## config.mk

```make
export PLATFORM = sky130hd
export DESIGN_NAME = proto_match_array
export DESIGN_NICKNAME = d
export VERILOG_FILES = /design/src/rtl/proto_match_pkg.sv /design/src/rtl/proto_pe.sv /design/src/rtl/proto_search_ctl.sv /design/src/rtl/proto_match_array.sv
export SDC_FILE = /design/constraint.sdc
export NUM_CORES = 2
export LEC_CHECK = 0
export ABC_AREA = 0
export BUFFER_PORTS_ARGS = -buffer_cell sky130_fd_sc_hd__buf_2
export CAP_MARGIN = 20
export CORE_UTILIZATION = 50
export DETAILED_ROUTE_END_ITERATION = 16
export PLACE_DENSITY_LB_ADDON = 0.1
export SYNTH_ARGS = -nofsm -noshare
export SYNTH_HDL_FRONTEND = slang
export SYNTH_SLANG_ARGS = --single-unit
```

## constraint.sdc

```tcl
create_clock -name clk -period 12.8 [get_ports clk]
set_input_delay 0.64 -clock clk [delete_from_list [all_inputs] [get_ports clk]]
set_output_delay 0.64 -clock clk [all_outputs]
set_load 0.05 [all_outputs]
```

## src/rtl/proto_match_pkg.sv

```systemverilog
package proto_match_pkg;
  typedef enum logic [2:0] {
    OP_NOP    = 3'd0,
    OP_LDCNT  = 3'd1,
    OP_LDAC   = 3'd2,
    OP_RDAC   = 3'd3,
    OP_LDWC   = 3'd4,
    OP_ADAC   = 3'd5,
    OP_SEARCH = 3'd6,
    OP_RSVD   = 3'd7
  } op_e;
endpackage

```

## src/rtl/proto_pe.sv

```systemverilog
module proto_pe
  import proto_match_pkg::*;
#(
  parameter int WORD_W = 6,
  parameter int DEPTH  = 64,
  parameter int ACC_W  = 12,
  parameter int BIT_W  = 4,
  localparam int CNT_W = $clog2(DEPTH)
) (
  input  logic             clk,
  input  logic             rst_n,
  input  logic             sel_i,
  input  op_e              op_i,
  input  logic [ACC_W-1:0] db_i,
  input  logic             srch_start_i,
  input  logic             srch_step_i,
  input  logic [BIT_W-1:0] bit_idx_i,
  input  logic             bus_bit_i,
  output logic             drive_o,
  output logic             active_o,
  output logic [ACC_W-1:0] acc_o
);
  logic [WORD_W-1:0] wmem [DEPTH];
  logic [CNT_W-1:0]  cnt;
  logic [ACC_W-1:0]  acc;
  logic              active;
  logic [WORD_W-1:0] cur_w;
  logic [WORD_W-1:0] in_w;

  function automatic logic [WORD_W-1:0] absdiff(input logic [WORD_W-1:0] a,
                                                input logic [WORD_W-1:0] b);
    return (a >= b) ? (a - b) : (b - a);
  endfunction

  function automatic logic [ACC_W-1:0] widen(input logic [WORD_W-1:0] d);
    return {{(ACC_W-WORD_W){1'b0}}, d};
  endfunction

  assign cur_w = wmem[cnt];
  assign in_w  = db_i[WORD_W-1:0];

  always_ff @(posedge clk) begin
    if (sel_i && op_i == OP_LDWC) wmem[cnt] <= in_w;
  end

  always_ff @(posedge clk or negedge rst_n) begin
    if (!rst_n) begin
      cnt <= '0;
      acc <= '0;
    end else if (sel_i) begin
      case (op_i)
        OP_LDCNT: cnt <= db_i[CNT_W-1:0];
        OP_LDWC:  cnt <= cnt + CNT_W'(1);
        OP_ADAC: begin
          acc <= acc + widen(absdiff(cur_w, in_w));
          cnt <= cnt + CNT_W'(1);
        end
        OP_LDAC:  acc <= db_i;
        default: ;
      endcase
    end
  end

  assign drive_o = active & ~acc[bit_idx_i];

  always_ff @(posedge clk or negedge rst_n) begin
    if (!rst_n) active <= 1'b0;
    else if (srch_start_i) active <= sel_i;
    else if (srch_step_i && bus_bit_i && !drive_o) active <= 1'b0;
  end

  assign active_o = active;
  assign acc_o    = acc;
endmodule

```

## src/rtl/proto_search_ctl.sv

```systemverilog
module proto_search_ctl #(
  parameter int NUM_PE = 4,
  parameter int ACC_W  = 12,
  parameter int BIT_W  = 4,
  parameter int IDX_W  = 2
) (
  input  logic              clk,
  input  logic              rst_n,
  input  logic              start_i,
  input  logic              bus_bit_i,
  input  logic [NUM_PE-1:0] active_i,
  output logic              busy_o,
  output logic              step_o,
  output logic [BIT_W-1:0]  bit_idx_o,
  output logic              done_o,
  output logic              hit_o,
  output logic [ACC_W-1:0]  min_dist_o,
  output logic [IDX_W-1:0]  winner_o
);
  logic             busy;
  logic             fin;
  logic [ACC_W-1:0] coll;

  function automatic logic [IDX_W-1:0] lowest(input logic [NUM_PE-1:0] v);
    logic [IDX_W-1:0] r;
    r = '0;
    for (int i = NUM_PE - 1; i >= 0; i--) begin
      if (v[i]) r = IDX_W'(i);
    end
    return r;
  endfunction

  assign step_o = busy && !fin;
  assign busy_o = busy;

  always_ff @(posedge clk or negedge rst_n) begin
    if (!rst_n) begin
      busy       <= 1'b0;
      fin        <= 1'b0;
      coll       <= '0;
      bit_idx_o  <= '0;
      done_o     <= 1'b0;
      hit_o      <= 1'b0;
      min_dist_o <= '0;
      winner_o   <= '0;
    end else begin
      done_o <= 1'b0;
      if (start_i && !busy) begin
        busy      <= 1'b1;
        fin       <= 1'b0;
        coll      <= '0;
        bit_idx_o <= BIT_W'(ACC_W - 1);
      end else if (step_o) begin
        coll <= {coll[ACC_W-2:0], bus_bit_i};
        if (bit_idx_o == '0) fin <= 1'b1;
        else bit_idx_o <= bit_idx_o - BIT_W'(1);
      end else if (busy && fin) begin
        busy       <= 1'b0;
        fin        <= 1'b0;
        done_o     <= 1'b1;
        min_dist_o <= ~coll;
        hit_o      <= |active_i;
        winner_o   <= lowest(active_i);
      end
    end
  end
endmodule

```

## src/rtl/proto_match_array.sv

```systemverilog
module proto_match_array
  import proto_match_pkg::*;
#(
  parameter int NUM_PE = 4,
  parameter int WORD_W = 6,
  parameter int DEPTH  = 64,
  localparam int ACC_W = WORD_W + $clog2(DEPTH),
  localparam int BIT_W = $clog2(ACC_W),
  localparam int IDX_W = (NUM_PE > 1) ? $clog2(NUM_PE) : 1
) (
  input  logic              clk,
  input  logic              rst_n,
  input  logic [2:0]        op_i,
  input  logic [NUM_PE-1:0] pe_mask_i,
  input  logic [ACC_W-1:0]  db_i,
  output logic [ACC_W-1:0]  rd_data_o,
  output logic              rd_valid_o,
  output logic              busy_o,
  output logic              done_o,
  output logic              hit_o,
  output logic [ACC_W-1:0]  min_dist_o,
  output logic [IDX_W-1:0]  winner_o
);
  op_e                     eff_op;
  logic                    srch_start;
  logic                    srch_step;
  logic [BIT_W-1:0]        bit_idx;
  logic                    bus_bit;
  logic [NUM_PE-1:0]       drive_vec;
  logic [NUM_PE-1:0]       active_vec;
  logic [NUM_PE*ACC_W-1:0] acc_flat;
  logic [ACC_W-1:0]        rd_or;

  assign eff_op     = busy_o ? OP_NOP : op_e'(op_i);
  assign srch_start = (eff_op == OP_SEARCH);
  assign bus_bit    = |drive_vec;

  for (genvar g = 0; g < NUM_PE; g++) begin : g_pe
    proto_pe #(
      .WORD_W(WORD_W), .DEPTH(DEPTH), .ACC_W(ACC_W), .BIT_W(BIT_W)
    ) u_pe (
      .clk          (clk),
      .rst_n        (rst_n),
      .sel_i        (pe_mask_i[g]),
      .op_i         (eff_op),
      .db_i         (db_i),
      .srch_start_i (srch_start),
      .srch_step_i  (srch_step),
      .bit_idx_i    (bit_idx),
      .bus_bit_i    (bus_bit),
      .drive_o      (drive_vec[g]),
      .active_o     (active_vec[g]),
      .acc_o        (acc_flat[g*ACC_W +: ACC_W])
    );
  end

  always_comb begin
    rd_or = '0;
    for (int i = 0; i < NUM_PE; i++) begin
      if (pe_mask_i[i]) rd_or = rd_or | acc_flat[i*ACC_W +: ACC_W];
    end
  end

  always_ff @(posedge clk or negedge rst_n) begin
    if (!rst_n) begin
      rd_data_o  <= '0;
      rd_valid_o <= 1'b0;
    end else begin
      rd_valid_o <= (eff_op == OP_RDAC);
      if (eff_op == OP_RDAC) rd_data_o <= rd_or;
    end
  end

  proto_search_ctl #(
    .NUM_PE(NUM_PE), .ACC_W(ACC_W), .BIT_W(BIT_W), .IDX_W(IDX_W)
  ) u_ctl (
    .clk        (clk),
    .rst_n      (rst_n),
    .start_i    (srch_start),
    .bus_bit_i  (bus_bit),
    .active_i   (active_vec),
    .busy_o     (busy_o),
    .step_o     (srch_step),
    .bit_idx_o  (bit_idx),
    .done_o     (done_o),
    .hit_o      (hit_o),
    .min_dist_o (min_dist_o),
    .winner_o   (winner_o)
  );
endmodule

```

After elaboration in Yosys (flattened, before gate mapping)
Memory sizes are Yosys's and may differ from the RTL's.
Cells that the tools add are included.
{ "op_classes": {"add_sub_neg": 17, "n_lt_le_gt_ge": 5, "eq_ne": 9, "mux": 59, "bitwise_logic": 14, "reduce_logical": 43} }
{ "op_table": {"columns": ["operator", "n"], "rows": [
  ["case mux 12 bit (2 select lines)", 4],
  ["2-to-1 mux 12 bit", 6],
  ["adder 12 x 6 -> 12 bit", 4],
  ["case mux 6 bit (2 select lines)", 4],
  ["subtractor 6 bit", 8],
  ["OR 12 bit", 3],
  ["2-to-1 mux 1 bit", 29],
  ["adder 6 x 1 -> 6 bit (second input constant)", 4],
  ["greater-or-equal comparator 6 bit", 4],
  ["2-to-1 mux 6 bit", 4],
  ["AND reduction 2 bit", 11],
  ["binary-select mux 1 bit (select 4 bit)", 4],
  ["nonzero test 2 bit", 8],
  ["logical AND 1 bit", 12],
  ["2-to-1 mux 4 bit", 3],
  ["inverter 12 bit", 1],
  ["equality test 3 bit (second input constant)", 3],
  ["2-to-1 mux 2 bit", 4],
  ["OR reduction 4 bit", 2],
  ["equality test 3 x 2 -> 1 bit (second input constant)", 2],
  ["logical NOT 1 bit", 6],
  ["inverter 1 bit", 6],
  ["< comparator 4 x 5 -> 1 bit (second input constant)", 1],
  ["bitwise AND 1 bit", 4],
  ["9 further kinds", 10]
]} }
{ "word_totals": {"register_bits": 123, "ramBits": 1536, "mem_count": 4} }
{ "memory_table": {"columns": ["name", "words", "word_bits", "rd", "rd_ports_with_merged_regs", "write_ports", "line_no", "source"], "rows": [
  ["g_pe[0].u_pe.wmem", 64, 6, 1, 0, 1, "proto_pe.sv:23", "logic [WORD_W-1:0] wmem [DEPTH];"],
  ["g_pe[1].u_pe.wmem", 64, 6, 1, 0, 1, "proto_pe.sv:23", null],
  ["g_pe[2].u_pe.wmem", 64, 6, 1, 0, 1, "proto_pe.sv:23", null],
  ["g_pe[3].u_pe.wmem", 64, 6, 1, 0, 1, "proto_pe.sv:23", null]
]} }

Longest topological paths before layout
{ "logic_depth": {"depth_word": 9, "mapped_depth": 26} }

Modules after synthesis
Synthesis repeated with hierarchy kept, for this count alone.
{ "unflattened": {"hier_cells": 4486, "hier_area_um2": 69962.1} }
{ "by_module_without_submodules": {"columns": ["module", "n_inst", "cells_per_inst", "area_each_um2"], "rows": [
  ["proto_pe (g_pe[0].u_pe)", 1, 1079, 17005.1],
  ["proto_pe (g_pe[3].u_pe)", 1, 1082, 16992.5],
  ["proto_pe (g_pe[2].u_pe)", 1, 1081, 16970.0],
  ["proto_pe (g_pe[1].u_pe)", 1, 1057, 16956.3],
  ["proto_search_ctl", 1, 113, 1321.3],
  ["proto_match_array", 1, 74, 716.9]
]} }

Worst setup path after synthesis
Ideal clock, no wire load.
{ "synth_timing": {"kind": "register to register", "startpoint": "reg g_pe[2].u_pe.cnt[2]", "endpoint": "reg g_pe[2].u_pe.acc[9]", "arrival_ns": 5.438, "path_slack_ns": 7.293, "stages_incl_launch_ff": 22, "path_buffers": 4, "path_cell_list": "dfrtp_1 buf_2 buf_2 buf_2 buf_1 mux4_2 mux2i_1 o22ai_1 or3b_2 ha_1 nand3_1 nand2_1 o41ai_2 mux2_2 a31oi_1 o221ai_1 xor2_1 ha_1 o2111ai_1 a21o_1 or4_1 nand3_1"} }
{ "synth_via": {"elab_chain_len": 5, "elab_cells_between_ends": 7} }
{ "synth_rtl": {"columns": ["element", "line_no", "source"], "rows": [
  ["from (decl)", "proto_pe.sv:24", "logic [CNT_W-1:0] cnt;"],
  ["from (signal assigned)", "proto_pe.sv:52", "OP_LDCNT: cnt <= db_i[CNT_W-1:0];"],
  ["from (signal assigned)", "proto_pe.sv:53", "OP_LDWC: cnt <= cnt + CNT_W'(1);"],
  ["from (signal assigned)", "proto_pe.sv:56", "cnt <= cnt + CNT_W'(1);"],
  ["memory (64 x 6 bit) (*)", null, null],
  ["subtractor 6 bit / greater-or-equal comparator 6 bit (equally long branches)", "proto_pe.sv:32", "return (a >= b) ? (a - b) : (b - a);"],
  ["2-to-1 mux 6 bit (*)", "proto_pe.sv:32", null],
  ["adder 12 x 6 -> 12 bit (*)", "proto_pe.sv:55", "acc <= acc + widen(absdiff(cur_w, in_w));"],
  ["case mux 12 bit (2 select lines) (*)", "proto_pe.sv:51", "case (op_i)"],
  ["to (signal assigned)", "proto_pe.sv:55", null],
  ["to (signal assigned)", "proto_pe.sv:58", "OP_LDAC: acc <= db_i;"],
  ["to (decl)", "proto_pe.sv:25", "logic [ACC_W-1:0] acc;"]
]} }
Every way passes the cells marked *; elsewhere a longest branch is shown, timed or not.
A chain may end at the register's enable or synchronous reset.

Worst setup path after layout
{ "layout_timing": {"startpoint": "reg g_pe[2].u_pe.cnt[1]", "endpoint": "reg g_pe[2].u_pe.acc[9]"} }
The elaborated chain is that of the path after synthesis.

==> metrics.yaml <==
syn_to_final_growth_pct: 10.7
cap_viol_max_count: 0
place.gp.congestion: 0.894
required_ps: 13540
synth_warnings: 0
fin_util: 0.558
antenna_found_initial: 10
synth_cell_types: 80
placementRows: 136
yosysMostFrequentCell: "edfxtp_1"
numCtsBuffers: 169
hold_violations: 0
synthTopCellsByArea: "edfxtp_1 66%, mux4_2 6.1%, dfrtp_1 4.4%"
wire_per_inst_um: 29.0
startpoint_type: "flop"
clockBufferDepth: 3
coreArea_um2: 138000
crit_arrival_ps: 8140
synth_edf_count: 1536
via_per_inst: 6.34
period_share: 0.579
grt_setup_unrepaired: "no"
grt_pass1_wl_um: 272000
yosys-top-cells-count: "1536 x edfxtp_1, 457 x nor2_1, 210 x nand2_1"
critPathKind: "reg2reg"
synth_seq_cells: 1659
power.share.combinational: 0.392
grtUsageTotal: 0.263
async_reset_ff_frac: 0.0741
clk_pin_slew_ps: 60
status: "finished, final reports clean"
p_sw_frac: 0.369
p_int_mw: 11.9
worstHoldPathType: "in2reg"
numPortBuffers: 50
period_minus_slack_ps: 7410
vias: 40200
setup-tns-final_ps: 0
synthDominantAreaCellType: "edfxtp_1"
power_switching_mw: 6.94
timing.hold.ws_ps: 198
slew_viol_final: 0
drc: 0
htreeDepth: 4
dr.pass1.iters: 6
tritoncts: "done"
synth_top_area_frac: 0.664
synth_cells: 4362
grt_start_max_net_pins: 153
num-fill-cells: 10700
path_max_fanout: 57
initial_core_util: 0.504
overflow: 0
seqPwrFrac: 0.355
relSlewSlack: 0.273
first_global_vias: 39500
peakVddDrop_mv: 0.161
drt_wl_total_um: 184000
fin_nets: 4504
cts.repair.resized: 0
startpoint: "g_pe[2].u_pe.cnt[1]$_DFFE_PN0P_"
synth.net_count: 4468
cts_setup_buffers: 0
hpwl_um: 114000
ys.flop_type: "edfxtp_1"
power.share.clock: 0.252
worst_pin_slew_ps: 1090
avgSynthCellArea_um2: 15.9
leakage_nw: 25.3
ioPinCount: 51
die_h_um: 375
synth_area_um2: 69400
insertion_delay_ps: 810
fmax_mhz: 135
root_buffer: "clkbuf_16"
tritoncts_num_sinks: 1659
fin_worst_skew_ps: 21.3
r2r_start: "g_pe[2].u_pe.cnt[1]$_DFFE_PN0P_"
die_w_um: 375
ant_nets: 0
die-area_um2: 140000
first_iter_violations: 4835
drive_gt1_frac: 0.160
powerDensity_nw_per_um2: 245
hold_start: "db_i[11]"
end_kind: "flop"
setup_viol: 0
yosysSeqAreaShare: 0.709
==> worst paths after layout <==
path / slack [ps] / cells past startpoint / endpoint
setup / recovery: 5390 / 21 / g_pe[2].u_pe.acc_o[9]$_DFFE_PN0P_
hold / removal: 200 / 3 / g_pe[1].u_pe.acc_o[11]$_DFFE_PN0P_
setup reg to reg: 5390 / 21 / g_pe[2].u_pe.acc_o[9]$_DFFE_PN0P_
hold reg to reg: 470 / 2 / u_ctl.min_dist_o[2]$_DFFE_PN0P_
max in group asynchronous: 11010 / 3 / g_pe[1].u_pe.cnt[1]$_DFFE_PN0P_
min in group asynchronous: 440 / 2 / u_ctl.min_dist_o[9]$_DFFE_PN0P_
==> power by group through the flow <==
stage / registers (mW) / logic (mW) / clock network, mW
after floorplan: 6.51 / 5.44 / 0
final: 6.68 / 7.37 / 4.74
after global routing: 6.72 / 8.04 / 5.01
after detailed placement: 6.79 / 7.29 / 0
after CTS: 6.67 / 7.33 / 4.80
after global placement: 6.78 / 7.25 / 0
==> through the flow <==
stage	power, mW	cells	cell area (um2)	setup WS (ps)
2_1_floorplan	12.0	4362	69400	7290
3_3_place_gp	14.0	6017	71500	5570
3_5_place_dp	14.1	6019	71500	5490
4_1_cts	18.8	6329	76800	5480
5_1_grt	19.8	6333	76800	4970
6_report	18.8	6334	76800	5390
==> critical path, cell delays in order, from the launching register on <==
cell	delay, ps
dfrtp_4	880
buf_4	800
nor2b_1	370
buf_6	260
a221o_1	290
a222oi_1	400
o22ai_1	150
a21oi_1	290
nand4_1	240
fa_1	470
nand3_1	80
nand2_1	90
o41ai_2	710
mux2_2	410
a31oi_1	240
o221ai_1	200
xor2_1	180
ha_1	340
o2111ai_1	140
a21o_1	260
or4_1	410
nand3_1	90
==> kinds of logic after synthesis <==
family,count (synthesis),synth area share
DFF,1659,0.709
and+or+nand+nor,926,0.0593
AOI/OAI and AO/OA,862,0.0858
muxes,483,0.106
buffers and inverters,316,0.0193
adders and majority gates,85,0.0166
xor gates and xnor gates,31,0.00391
==> cells in the final DEF, fill, tap and decap left out, types with 21 or more instances in the layout <==
master,n
clkinv_1,38
buf_2,43
inv_1,45
ha_1,73
a22o_1,36
a21o_1,21
dfrtp_1,111
and2_1,21
buf_4,78
a221oi_1,112
nor2_1,455
a21oi_1,200
mux2_2,130
mux2i_1,163
nand2_1,210
clkinv_2,33
nor3_1,27
edfxtp_1,1536
clkbuf_16,174
nand3_1,58
o21ai_0,109
mux4_2,189
clkbuf_1,44
nor2b_1,36
o22ai_1,66
a22oi_1,106
and3_1,21
o22a_1,42
xnor2_1,21
a31oi_1,37
==> state kept, by name, summed over array words and instances (netlist names) <==
| signal | flops |
|---|---|
| u_ctl.coll | 12 |
| rd_data_o | 12 |
| rd_valid_o | 1 |
| g_pe.u_pe.cnt | 24 |
| u_ctl.bit_idx_o | 4 |
| u_ctl.min_dist_o | 12 |
| u_ctl.done_o | 1 |
| u_ctl.winner_o | 2 |
| u_ctl.hit_o | 1 |
| g_pe.u_pe.active_o | 4 |
| g_pe.u_pe.wmem | 1536 |
| u_ctl.busy_o | 1 |
| u_ctl.fin | 1 |
| g_pe.u_pe.acc_o | 48 |
==> area by class of cell <==
class	instances	area, um2	area share
inverters	48	180	0.00235
well taps	1794	2240	0.0292
flip-flops and latches	1659	49200	0.641
diodes	4	10.0	0.000130
clock inverters	91	734	0.00956
repair buffers	133	986	0.0128
clock buffers	218	4520	0.0588
multi-input cells	2387	18900	0.246
==> routing by layer <==
metal / vias to the layer above / wire length (um) / share of wire / track usage
met5: - / 33 / 0.00018 / 0
met4: 6 / 4890 / 0.027 / 0.0808
met3: 303 / 13900 / 0.076 / 0.0464
met2: 1734 / 83400 / 0.45 / 0.392
met1: 20700 / 81500 / 0.44 / 0.396
li1: 17400 / - / - / -
==> repair_timing <==
action                                 CTS  global route
setup endpoints to repair                0             0
endpoints found under the hold margin   71             0
hold buffers                             1             0
Note: power is estimated with default switching activity, not from simulation.
